File: src/rtl/axil_sum_pkg.sv
package axil_sum_pkg;

  localparam int DATA_W = 32;
  localparam int STRB_W = DATA_W / 8;

  typedef enum logic [2:0] {
    ST_IDLE,
    ST_WRITE_WAIT,
    ST_WRITE,
    ST_WRITE_RESP,
    ST_READ
  } bus_state_e;

  typedef enum logic [2:0] {
    SEL_OPA,
    SEL_OPB,
    SEL_SUM,
    SEL_CARRY,
    SEL_CTRL,
    SEL_NONE
  } reg_sel_e;

  localparam logic [1:0] RESP_OKAY   = 2'b00;
  localparam logic [1:0] RESP_SLVERR = 2'b10;

  // Map a byte address to a register; misaligned or unmapped gives SEL_NONE.
  function automatic reg_sel_e decode_addr(input logic [31:0] addr);
    reg_sel_e sel;
    if (addr[1:0] != 2'b00) begin
      sel = SEL_NONE;
    end else begin
      case (addr[31:2])
        30'd0:   sel = SEL_OPA;
        30'd1:   sel = SEL_OPB;
        30'd2:   sel = SEL_SUM;
        30'd3:   sel = SEL_CARRY;
        30'd4:   sel = SEL_CTRL;
        default: sel = SEL_NONE;
      endcase
    end
    return sel;
  endfunction

  // Full-width sum: bit DATA_W is the carry-out.
  function automatic logic [DATA_W:0] wide_add(input logic [DATA_W-1:0] a,
                                              input logic [DATA_W-1:0] b);
    return {1'b0, a} + {1'b0, b};
  endfunction

  // Merge new bytes into an old word under byte enables.
  function automatic logic [DATA_W-1:0] merge_bytes(input logic [DATA_W-1:0] old_w,
                                                   input logic [DATA_W-1:0] new_w,
                                                   input logic [STRB_W-1:0] en);
    logic [DATA_W-1:0] res;
    res = old_w;
    for (int i = 0; i < STRB_W; i++) begin
      if (en[i]) res[8*i +: 8] = new_w[8*i +: 8];
    end
    return res;
  endfunction

endpackage

File: src/rtl/axil_bus_fsm.sv
module axil_bus_fsm
  import axil_sum_pkg::*;
#(
  parameter int ADDR_W = 8
) (
  input  logic              clk,
  input  logic              rst_n,
  input  logic [ADDR_W-1:0] awaddr,
  input  logic              awvalid,
  output logic              awready,
  input  logic [DATA_W-1:0] wdata,
  input  logic [STRB_W-1:0] wstrb,
  input  logic              wvalid,
  output logic              wready,
  output logic [1:0]        bresp,
  output logic              bvalid,
  input  logic              bready,
  input  logic [ADDR_W-1:0] araddr,
  input  logic              arvalid,
  output logic              arready,
  output logic [DATA_W-1:0] rdata,
  output logic [1:0]        rresp,
  output logic              rvalid,
  input  logic              rready,
  // register-side interface
  output logic              wr_en,
  output logic [ADDR_W-1:0] wr_addr,
  output logic [DATA_W-1:0] wr_data,
  output logic [STRB_W-1:0] wr_strb,
  input  logic              wr_err,
  output logic              rd_en,
  output logic [ADDR_W-1:0] rd_addr,
  input  logic [DATA_W-1:0] rd_data,
  input  logic              rd_err
);

  bus_state_e        state_q, state_d;
  logic              aw_have_q, w_have_q;
  logic [ADDR_W-1:0] addr_q;
  logic [DATA_W-1:0] data_q;
  logic [STRB_W-1:0] strb_q;
  logic [1:0]        bresp_q, rresp_q;
  logic [DATA_W-1:0] rdata_q;

  logic aw_hs, w_hs, ar_hs;
  logic aw_ok, w_ok;

  assign awready = (state_q == ST_IDLE) || (state_q == ST_WRITE_WAIT && !aw_have_q);
  assign wready  = (state_q == ST_IDLE) || (state_q == ST_WRITE_WAIT && !w_have_q);
  // Write channels win over a concurrent read in idle.
  assign arready = (state_q == ST_IDLE) && !awvalid && !wvalid;

  assign aw_hs = awvalid && awready;
  assign w_hs  = wvalid && wready;
  assign ar_hs = arvalid && arready;
  assign aw_ok = aw_have_q || aw_hs;
  assign w_ok  = w_have_q || w_hs;

  always_comb begin
    state_d = state_q;
    unique case (state_q)
      ST_IDLE: begin
        if (aw_hs && w_hs)      state_d = ST_WRITE;
        else if (aw_hs || w_hs) state_d = ST_WRITE_WAIT;
        else if (ar_hs)         state_d = ST_READ;
      end
      ST_WRITE_WAIT: if (aw_ok && w_ok) state_d = ST_WRITE;
      ST_WRITE:      state_d = ST_WRITE_RESP;
      ST_WRITE_RESP: if (bready) state_d = ST_IDLE;
      ST_READ:       if (rready) state_d = ST_IDLE;
      default:       state_d = ST_IDLE;
    endcase
  end

  always_ff @(posedge clk) begin
    if (!rst_n) begin
      state_q   <= ST_IDLE;
      aw_have_q <= 1'b0;
      w_have_q  <= 1'b0;
      addr_q    <= '0;
      data_q    <= '0;
      strb_q    <= '0;
      bresp_q   <= RESP_OKAY;
      rresp_q   <= RESP_OKAY;
      rdata_q   <= '0;
    end else begin
      state_q <= state_d;
      if (aw_hs) begin
        addr_q    <= awaddr;
        aw_have_q <= 1'b1;
      end
      if (w_hs) begin
        data_q   <= wdata;
        strb_q   <= wstrb;
        w_have_q <= 1'b1;
      end
      if (state_q == ST_WRITE) begin
        aw_have_q <= 1'b0;
        w_have_q  <= 1'b0;
        bresp_q   <= wr_err ? RESP_SLVERR : RESP_OKAY;
      end
      if (ar_hs) begin
        rdata_q <= rd_data;
        rresp_q <= rd_err ? RESP_SLVERR : RESP_OKAY;
      end
    end
  end

  assign wr_en   = (state_q == ST_WRITE);
  assign wr_addr = addr_q;
  assign wr_data = data_q;
  assign wr_strb = strb_q;
  assign rd_en   = ar_hs;
  assign rd_addr = araddr;

  assign bvalid = (state_q == ST_WRITE_RESP);
  assign bresp  = bresp_q;
  assign rvalid = (state_q == ST_READ);
  assign rdata  = rdata_q;
  assign rresp  = rresp_q;

  p_write_then_resp_r8: assert property (@(posedge clk) disable iff (!rst_n)
    (state_q == ST_WRITE) |=> bvalid);
  p_wait_no_resp_r8: assert property (@(posedge clk) disable iff (!rst_n)
    (state_q == ST_WRITE_WAIT) |-> !bvalid && !rvalid);
  p_bvalid_hold_r10: assert property (@(posedge clk) disable iff (!rst_n)
    (bvalid && !bready) |=> bvalid && $stable(bresp));
  p_rvalid_hold_r10: assert property (@(posedge clk) disable iff (!rst_n)
    (rvalid && !rready) |=> rvalid && $stable(rdata) && $stable(rresp));
  p_write_first_r9: assert property (@(posedge clk) disable iff (!rst_n)
    (state_q == ST_IDLE && awvalid && wvalid && arvalid) |=> (state_q == ST_WRITE));
  p_one_resp_r10: assert property (@(posedge clk) disable iff (!rst_n)
    $countones({bvalid, rvalid}) <= 1);

endmodule

File: src/rtl/axil_reg_bank.sv
module axil_reg_bank
  import axil_sum_pkg::*;
#(
  parameter int ADDR_W = 8
) (
  input  logic              clk,
  input  logic              rst_n,
  input  logic              wr_en,
  input  logic [ADDR_W-1:0] wr_addr,
  input  logic [DATA_W-1:0] wr_data,
  input  logic [STRB_W-1:0] wr_strb,
  output logic              wr_err,
  input  logic              rd_en,
  input  logic [ADDR_W-1:0] rd_addr,
  output logic [DATA_W-1:0] rd_data,
  output logic              rd_err,
  input  logic [DATA_W-1:0] sum_val,
  input  logic              carry_val,
  input  logic              done_val,
  input  logic              launch_val,
  output logic              launch_evt,
  output logic              rd_sum_evt,
  output logic              rd_carry_evt,
  output logic [DATA_W-1:0] op_a,
  output logic [DATA_W-1:0] op_b
);

  localparam int NUM_OPS = 2;

  reg_sel_e wr_sel, rd_sel;
  logic [DATA_W-1:0] ops [NUM_OPS];

  assign wr_sel = decode_addr(32'(wr_addr));
  assign rd_sel = decode_addr(32'(rd_addr));
  assign wr_err = (wr_sel == SEL_NONE);
  assign rd_err = (rd_sel == SEL_NONE);

  for (genvar gi = 0; gi < NUM_OPS; gi++) begin : g_op
    localparam reg_sel_e MY_SEL = (gi == 0) ? SEL_OPA : SEL_OPB;
    logic [DATA_W-1:0] q;
    always_ff @(posedge clk) begin
      if (!rst_n) q <= '0;
      else if (wr_en && wr_sel == MY_SEL) q <= merge_bytes(q, wr_data, wr_strb);
    end
    assign ops[gi] = q;
  end

  assign op_a = ops[0];
  assign op_b = ops[1];

  assign launch_evt   = wr_en && (wr_sel == SEL_CTRL) && wr_data[0];
  assign rd_sum_evt   = rd_en && (rd_sel == SEL_SUM);
  assign rd_carry_evt = rd_en && (rd_sel == SEL_CARRY);

  always_comb begin
    unique case (rd_sel)
      SEL_OPA:   rd_data = op_a;
      SEL_OPB:   rd_data = op_b;
      SEL_SUM:   rd_data = sum_val;
      SEL_CARRY: rd_data = {{(DATA_W-1){1'b0}}, carry_val};
      SEL_CTRL:  rd_data = {{(DATA_W-2){1'b0}}, done_val, launch_val};
      default:   rd_data = '0;
    endcase
  end

  p_bad_write_keeps_ops_r7: assert property (@(posedge clk) disable iff (!rst_n)
    (wr_en && wr_err) |=> $stable(op_a) && $stable(op_b));
  p_bad_read_zero_r7: assert property (@(posedge clk) disable iff (!rst_n)
    (rd_en && rd_err) |-> (rd_data == '0));

endmodule

File: src/rtl/adder_core.sv
module adder_core
  import axil_sum_pkg::*;
(
  input  logic              clk,
  input  logic              rst_n,
  input  logic              launch_evt,
  input  logic              rd_sum_evt,
  input  logic              rd_carry_evt,
  input  logic [DATA_W-1:0] op_a,
  input  logic [DATA_W-1:0] op_b,
  output logic [DATA_W-1:0] sum_q,
  output logic              carry_q,
  output logic              done_q,
  output logic              launch_q
);

  logic seen_sum_q, seen_carry_q;
  logic seen_sum_d, seen_carry_d;
  logic [DATA_W:0] full_sum;

  assign full_sum     = wide_add(op_a, op_b);
  assign seen_sum_d   = seen_sum_q || rd_sum_evt;
  assign seen_carry_d = seen_carry_q || rd_carry_evt;

  always_ff @(posedge clk) begin
    if (!rst_n) begin
      sum_q        <= '0;
      carry_q      <= 1'b0;
      done_q       <= 1'b0;
      launch_q     <= 1'b0;
      seen_sum_q   <= 1'b0;
      seen_carry_q <= 1'b0;
    end else if (launch_evt) begin
      launch_q     <= 1'b1;
      done_q       <= 1'b0;
      seen_sum_q   <= 1'b0;
      seen_carry_q <= 1'b0;
    end else if (launch_q) begin
      {carry_q, sum_q} <= full_sum;
      done_q           <= 1'b1;
      launch_q         <= 1'b0;
    end else if (done_q) begin
      if (seen_sum_d && seen_carry_d) begin
        done_q       <= 1'b0;
        seen_sum_q   <= 1'b0;
        seen_carry_q <= 1'b0;
      end else begin
        seen_sum_q   <= seen_sum_d;
        seen_carry_q <= seen_carry_d;
      end
    end
  end

  p_launch_selfclear_r3: assert property (@(posedge clk) disable iff (!rst_n)
    launch_q |=> !launch_q && done_q);
  p_sum_value_r4: assert property (@(posedge clk) disable iff (!rst_n)
    launch_q |=> (sum_q == $past(op_a + op_b)) && (carry_q == ($past(op_a) > ~$past(op_b))));
  p_done_fall_cause_r5: assert property (@(posedge clk) disable iff (!rst_n)
    $fell(done_q) |-> $past(rd_sum_evt || rd_carry_evt || launch_evt));
  p_results_stable_r6: assert property (@(posedge clk) disable iff (!rst_n)
    !$past(launch_q) && !launch_q |-> $stable(sum_q) && $stable(carry_q));

endmodule

File: src/rtl/axil_sum_unit.sv
module axil_sum_unit
  import axil_sum_pkg::*;
#(
  parameter int ADDR_W = 8
) (
  input  logic              aclk,
  input  logic              aresetn,
  input  logic [ADDR_W-1:0] s_awaddr,
  input  logic              s_awvalid,
  output logic              s_awready,
  input  logic [31:0]       s_wdata,
  input  logic [3:0]        s_wstrb,
  input  logic              s_wvalid,
  output logic              s_wready,
  output logic [1:0]        s_bresp,
  output logic              s_bvalid,
  input  logic              s_bready,
  input  logic [ADDR_W-1:0] s_araddr,
  input  logic              s_arvalid,
  output logic              s_arready,
  output logic [31:0]       s_rdata,
  output logic [1:0]        s_rresp,
  output logic              s_rvalid,
  input  logic              s_rready
);

  logic              wr_en, wr_err, rd_en, rd_err;
  logic [ADDR_W-1:0] wr_addr, rd_addr;
  logic [DATA_W-1:0] wr_data, rd_data;
  logic [STRB_W-1:0] wr_strb;
  logic              launch_evt, rd_sum_evt, rd_carry_evt;
  logic [DATA_W-1:0] op_a, op_b, sum_q;
  logic              carry_q, done_q, launch_q;

  axil_bus_fsm #(.ADDR_W(ADDR_W)) u_fsm (
    .clk(aclk), .rst_n(aresetn),
    .awaddr(s_awaddr), .awvalid(s_awvalid), .awready(s_awready),
    .wdata(s_wdata), .wstrb(s_wstrb), .wvalid(s_wvalid), .wready(s_wready),
    .bresp(s_bresp), .bvalid(s_bvalid), .bready(s_bready),
    .araddr(s_araddr), .arvalid(s_arvalid), .arready(s_arready),
    .rdata(s_rdata), .rresp(s_rresp), .rvalid(s_rvalid), .rready(s_rready),
    .wr_en(wr_en), .wr_addr(wr_addr), .wr_data(wr_data), .wr_strb(wr_strb),
    .wr_err(wr_err), .rd_en(rd_en), .rd_addr(rd_addr), .rd_data(rd_data),
    .rd_err(rd_err)
  );

  axil_reg_bank #(.ADDR_W(ADDR_W)) u_regs (
    .clk(aclk), .rst_n(aresetn),
    .wr_en(wr_en), .wr_addr(wr_addr), .wr_data(wr_data), .wr_strb(wr_strb),
    .wr_err(wr_err), .rd_en(rd_en), .rd_addr(rd_addr), .rd_data(rd_data),
    .rd_err(rd_err), .sum_val(sum_q), .carry_val(carry_q), .done_val(done_q),
    .launch_val(launch_q), .launch_evt(launch_evt), .rd_sum_evt(rd_sum_evt),
    .rd_carry_evt(rd_carry_evt), .op_a(op_a), .op_b(op_b)
  );

  adder_core u_core (
    .clk(aclk), .rst_n(aresetn),
    .launch_evt(launch_evt), .rd_sum_evt(rd_sum_evt), .rd_carry_evt(rd_carry_evt),
    .op_a(op_a), .op_b(op_b), .sum_q(sum_q), .carry_q(carry_q),
    .done_q(done_q), .launch_q(launch_q)
  );

endmodule

File: config.mk
export PLATFORM = sky130hd
export DESIGN_NAME = axil_sum_unit
export DESIGN_NICKNAME = d
export VERILOG_FILES = /design/src/rtl/axil_sum_pkg.sv /design/src/rtl/axil_bus_fsm.sv /design/src/rtl/axil_reg_bank.sv /design/src/rtl/adder_core.sv /design/src/rtl/axil_sum_unit.sv
export SDC_FILE = /design/constraint.sdc
export NUM_CORES = 1
export LEC_CHECK = 0
export BUFFER_PORTS_ARGS = -buffer_cell sky130_fd_sc_hd__buf_4
export CELL_PAD_IN_SITES_DETAIL_PLACEMENT = 1
export CELL_PAD_IN_SITES_GLOBAL_PLACEMENT = 1
export CORE_ASPECT_RATIO = 0.9
export CORE_MARGIN = 4
export CORE_UTILIZATION = 31
export DETAILED_ROUTE_END_ITERATION = 10
export PLACE_DENSITY = 0.63
export SLEW_MARGIN = 20
export SYNTH_ARGS = -nofsm -noshare
export SYNTH_HDL_FRONTEND = slang
export SYNTH_SLANG_ARGS = --single-unit
File: constraint.sdc
create_clock -name aclk -period 6.6 [get_ports aclk]
set_input_delay 0.66 -clock aclk [delete_from_list [all_inputs] [get_ports aclk]]
set_output_delay 0.66 -clock aclk [all_outputs]
set_load 0.05 [all_outputs]
==> reports/metrics.cfg <==
[worst_setup_path]
r2r_end=u_fsm.state_q[2]$_SDFFE_PN0P_
cp-start-kind=register
max_stage_delay_ns=0.44
crit_chain=or2_1 > a21oi_1 > nand2_1 > buf_4 > inv_1 > buf_4 > nor2_1 > o311ai_2 > o31a_1 > nand3b_1 > a2111oi_2
ff2ff_setup_slack_ns=3.65
crit_fanout=38
cpMostUsedCell=buf_4
arrival_ns=3.29
critPathCaptureType=register
cpMaxStageDelayCell=dfxtp_1
criticalPathCategory=register to register
timing.rr.start=u_fsm.state_q[1]$_SDFFE_PN0P_
r2r_cells=11
worstPathRequired_ns=6.94

[logic_synthesis]
ys_seq_area_frac=0.414
synthCells=1090
synthFlopType=dfxtp_1
syn_area_mm2=0.00889
yosysUniqueCellTypes=70
synth-edff-count=0
synth-seq-cells=184
synthArstFlopShare=0
synthTopCellsByCount=nand2_1 (228), dfxtp_1 (184), a21oi_1 (132)
syn_avg_cell_area_um2=8.16
ys_warn_count=0
synth.most_common_cell=nand2_1
synth_largest_area_cell=dfxtp_1
synthTopCellsByArea=dfxtp_1 (41%), nand2_1 (9.6%), a21oi_1 (7.4%)
synth_top_area_share=0.414

[sta]
finalMaxSlewViolations=0
setup_violations=0
worstMarginPinSlew_ns=0.980
fin_hold_ws_ns=0.453
report.final.hold_viol_count=0
max_slew_margin=0.346
period_minus_slack_ns=2.95
timing.final.crit_share=0.447
skew_ns=0.00932
max_freq_mhz=339
rsz0062_at_grt=no
setup_tns_ns=0

[global_routing]
grtUsageMet2=0.277
grt_usage=0.167
grt_pass1_vias=8078
grt_first_pass_wirelength_mm=43.1
grt_max_degree=91
gr-total-overflow=0
use_met3=0.0315
met1_usage=0.227
top_usage_layer=met2
antenna_found_initial=0

[place]
placed_area_mm2=0.00988
gp_congestion=0.797
hpwl_mm=18.1
numPortBuffers=97
place_inst=1493

[clock_tree]
htree_num_levels=4
clkLatencyLatePin_ns=0.44
cts.sinks=184
cts_tree=built
cts_setup_buffers=0
postCtsHoldBufs=0
cts_buffer_depth=2
clk_pin_slew_ns=0.07
cts_buffers=17
post_cts_resized=0
root_buffer=clkbuf_16

[routing]
vias_per_cell=5.09
dr_total_vias=7768
wirelength_mm=26.4
drc_errors=0
postRouteAntennaNets=0
drt-pass1-iter-count=4
drt_iter0_drc=306
routedWlPerCell_um=17.3

[cells_and_area]
layout-drive-gt1-share=0.138
diodes=0
finalNonFillerCells=1525
finish.utilization=0.372
final_area_mm2=0.0105
final_nets=1246
syn2layout_area_growth_pct=17.6

[power]
p_leak_nw=4.28
p_per_area_mw_per_mm2=264
ir_drop_v=0.000176

[floorplanning]
start_util=0.317
pin_count=100
die_w_um=187
dieArea_mm2=0.0315
std_cell_rows=58
die_h_um=169
coreArea_mm2=0.0281

[min_path]
hold_start=u_core.sum_q[16]$_SDFFE_PN0P_
min_path_type=register to register
hold_path_depth=2
whs_endpoint=u_core.sum_q[16]$_SDFFE_PN0P_

[run]
drv_cap=0

[status]
status=finished clean

==> worst max-delay path, delay by kind of cell, from the launching register on <==
kind	cells	cell delay, ns
AO/OA/AOI/OAI	4	1.03
buffers and inverters	3	0.78
flip-flops	1	0.44
AND/OR/NAND/NOR	4	0.61
==> kinds of logic after synthesis <==
family,Yosys count,share of synthesized area
and+or+nand+nor,422,0.207
AOI/OAI and AO/OA,287,0.197
other,1,0.000422
adders and majority gates,35,0.0501
DFF,184,0.414
xor gates and xnor gates,20,0.0197
buffers and inverters,75,0.0364
muxes,66,0.0757
==> layer usage <==
layer,part of all wire,wire length (um)
met1,0.50,13200
met2,0.46,12200
met3,0.028,727
met4,0.011,283
met5,0,0
==> area by class of cell <==
class,instances,area (um2)
clock buffers,23,478
inverters,12,50.0
flip-flops and latches,184,3680
repair buffers,105,788
multi-input cells,832,4920
clock inverters,9,90.1
fillers,3364,17600
well taps,360,450
==> cells in the final DEF (no fill, tap or decap), types with 12 or more instances in the layout <==
master,count
dfxtp_1,184
buf_4,105
ha_1,34
nor2_1,91
nand3_1,44
a21oi_1,132
xnor2_1,12
clkbuf_16,17
nand2_1,228
a22oi_1,30
o21ai_0,53
mux2i_1,65
==> worst max path at each step <==
| stage | end | startpoint | slack (ns) |
|---|---|---|---|
| floorplan | u_fsm.state_q[2]$_SDFFE_PN0P_ | s_awvalid | 3.13 |
| global placement | u_core.seen_carry_q$_SDFFE_PP0P_ | s_awvalid | 3.48 |
| detailed placement | u_core.seen_carry_q$_SDFFE_PP0P_ | s_awvalid | 3.35 |
| CTS | u_core.seen_carry_q$_SDFFE_PP0P_ | u_fsm.state_q[1]$_SDFFE_PN0P_ | 3.43 |
| global route | u_fsm.state_q[2]$_SDFFE_PN0P_ | u_fsm.state_q[1]$_SDFFE_PN0P_ | 3.22 |
| finish | u_fsm.state_q[2]$_SDFFE_PN0P_ | u_fsm.state_q[1]$_SDFFE_PN0P_ | 3.65 |
==> where the power goes <==
group	switching [mW]	total [mW]	internal [mW]
combinational	0.321	0.475	0.154
sequential	0.0840	1.26	1.18
clock	0.464	1.02	0.554
==> flip-flops by register name, summed over array words and instances, names as in the netlist, 3 cells and up <==
name	count
u_fsm.rdata	32
u_fsm.wr_strb	4
u_fsm.state_q	3
u_regs.op_b	32
u_core.sum_q	32
u_regs.op_a	32
u_fsm.wr_addr	8
u_fsm.wr_data	32
==> through the flow <==
stage	worst slack (ns)	power, mW
6_report	3.65	2.76
2_1_floorplan	3.13	1.60
3_3_place_gp	3.48	1.76
4_1_cts	3.43	2.80
5_1_grt	3.22	2.89
3_5_place_dp	3.35	1.77
Power figures use the tool's default switching activity.
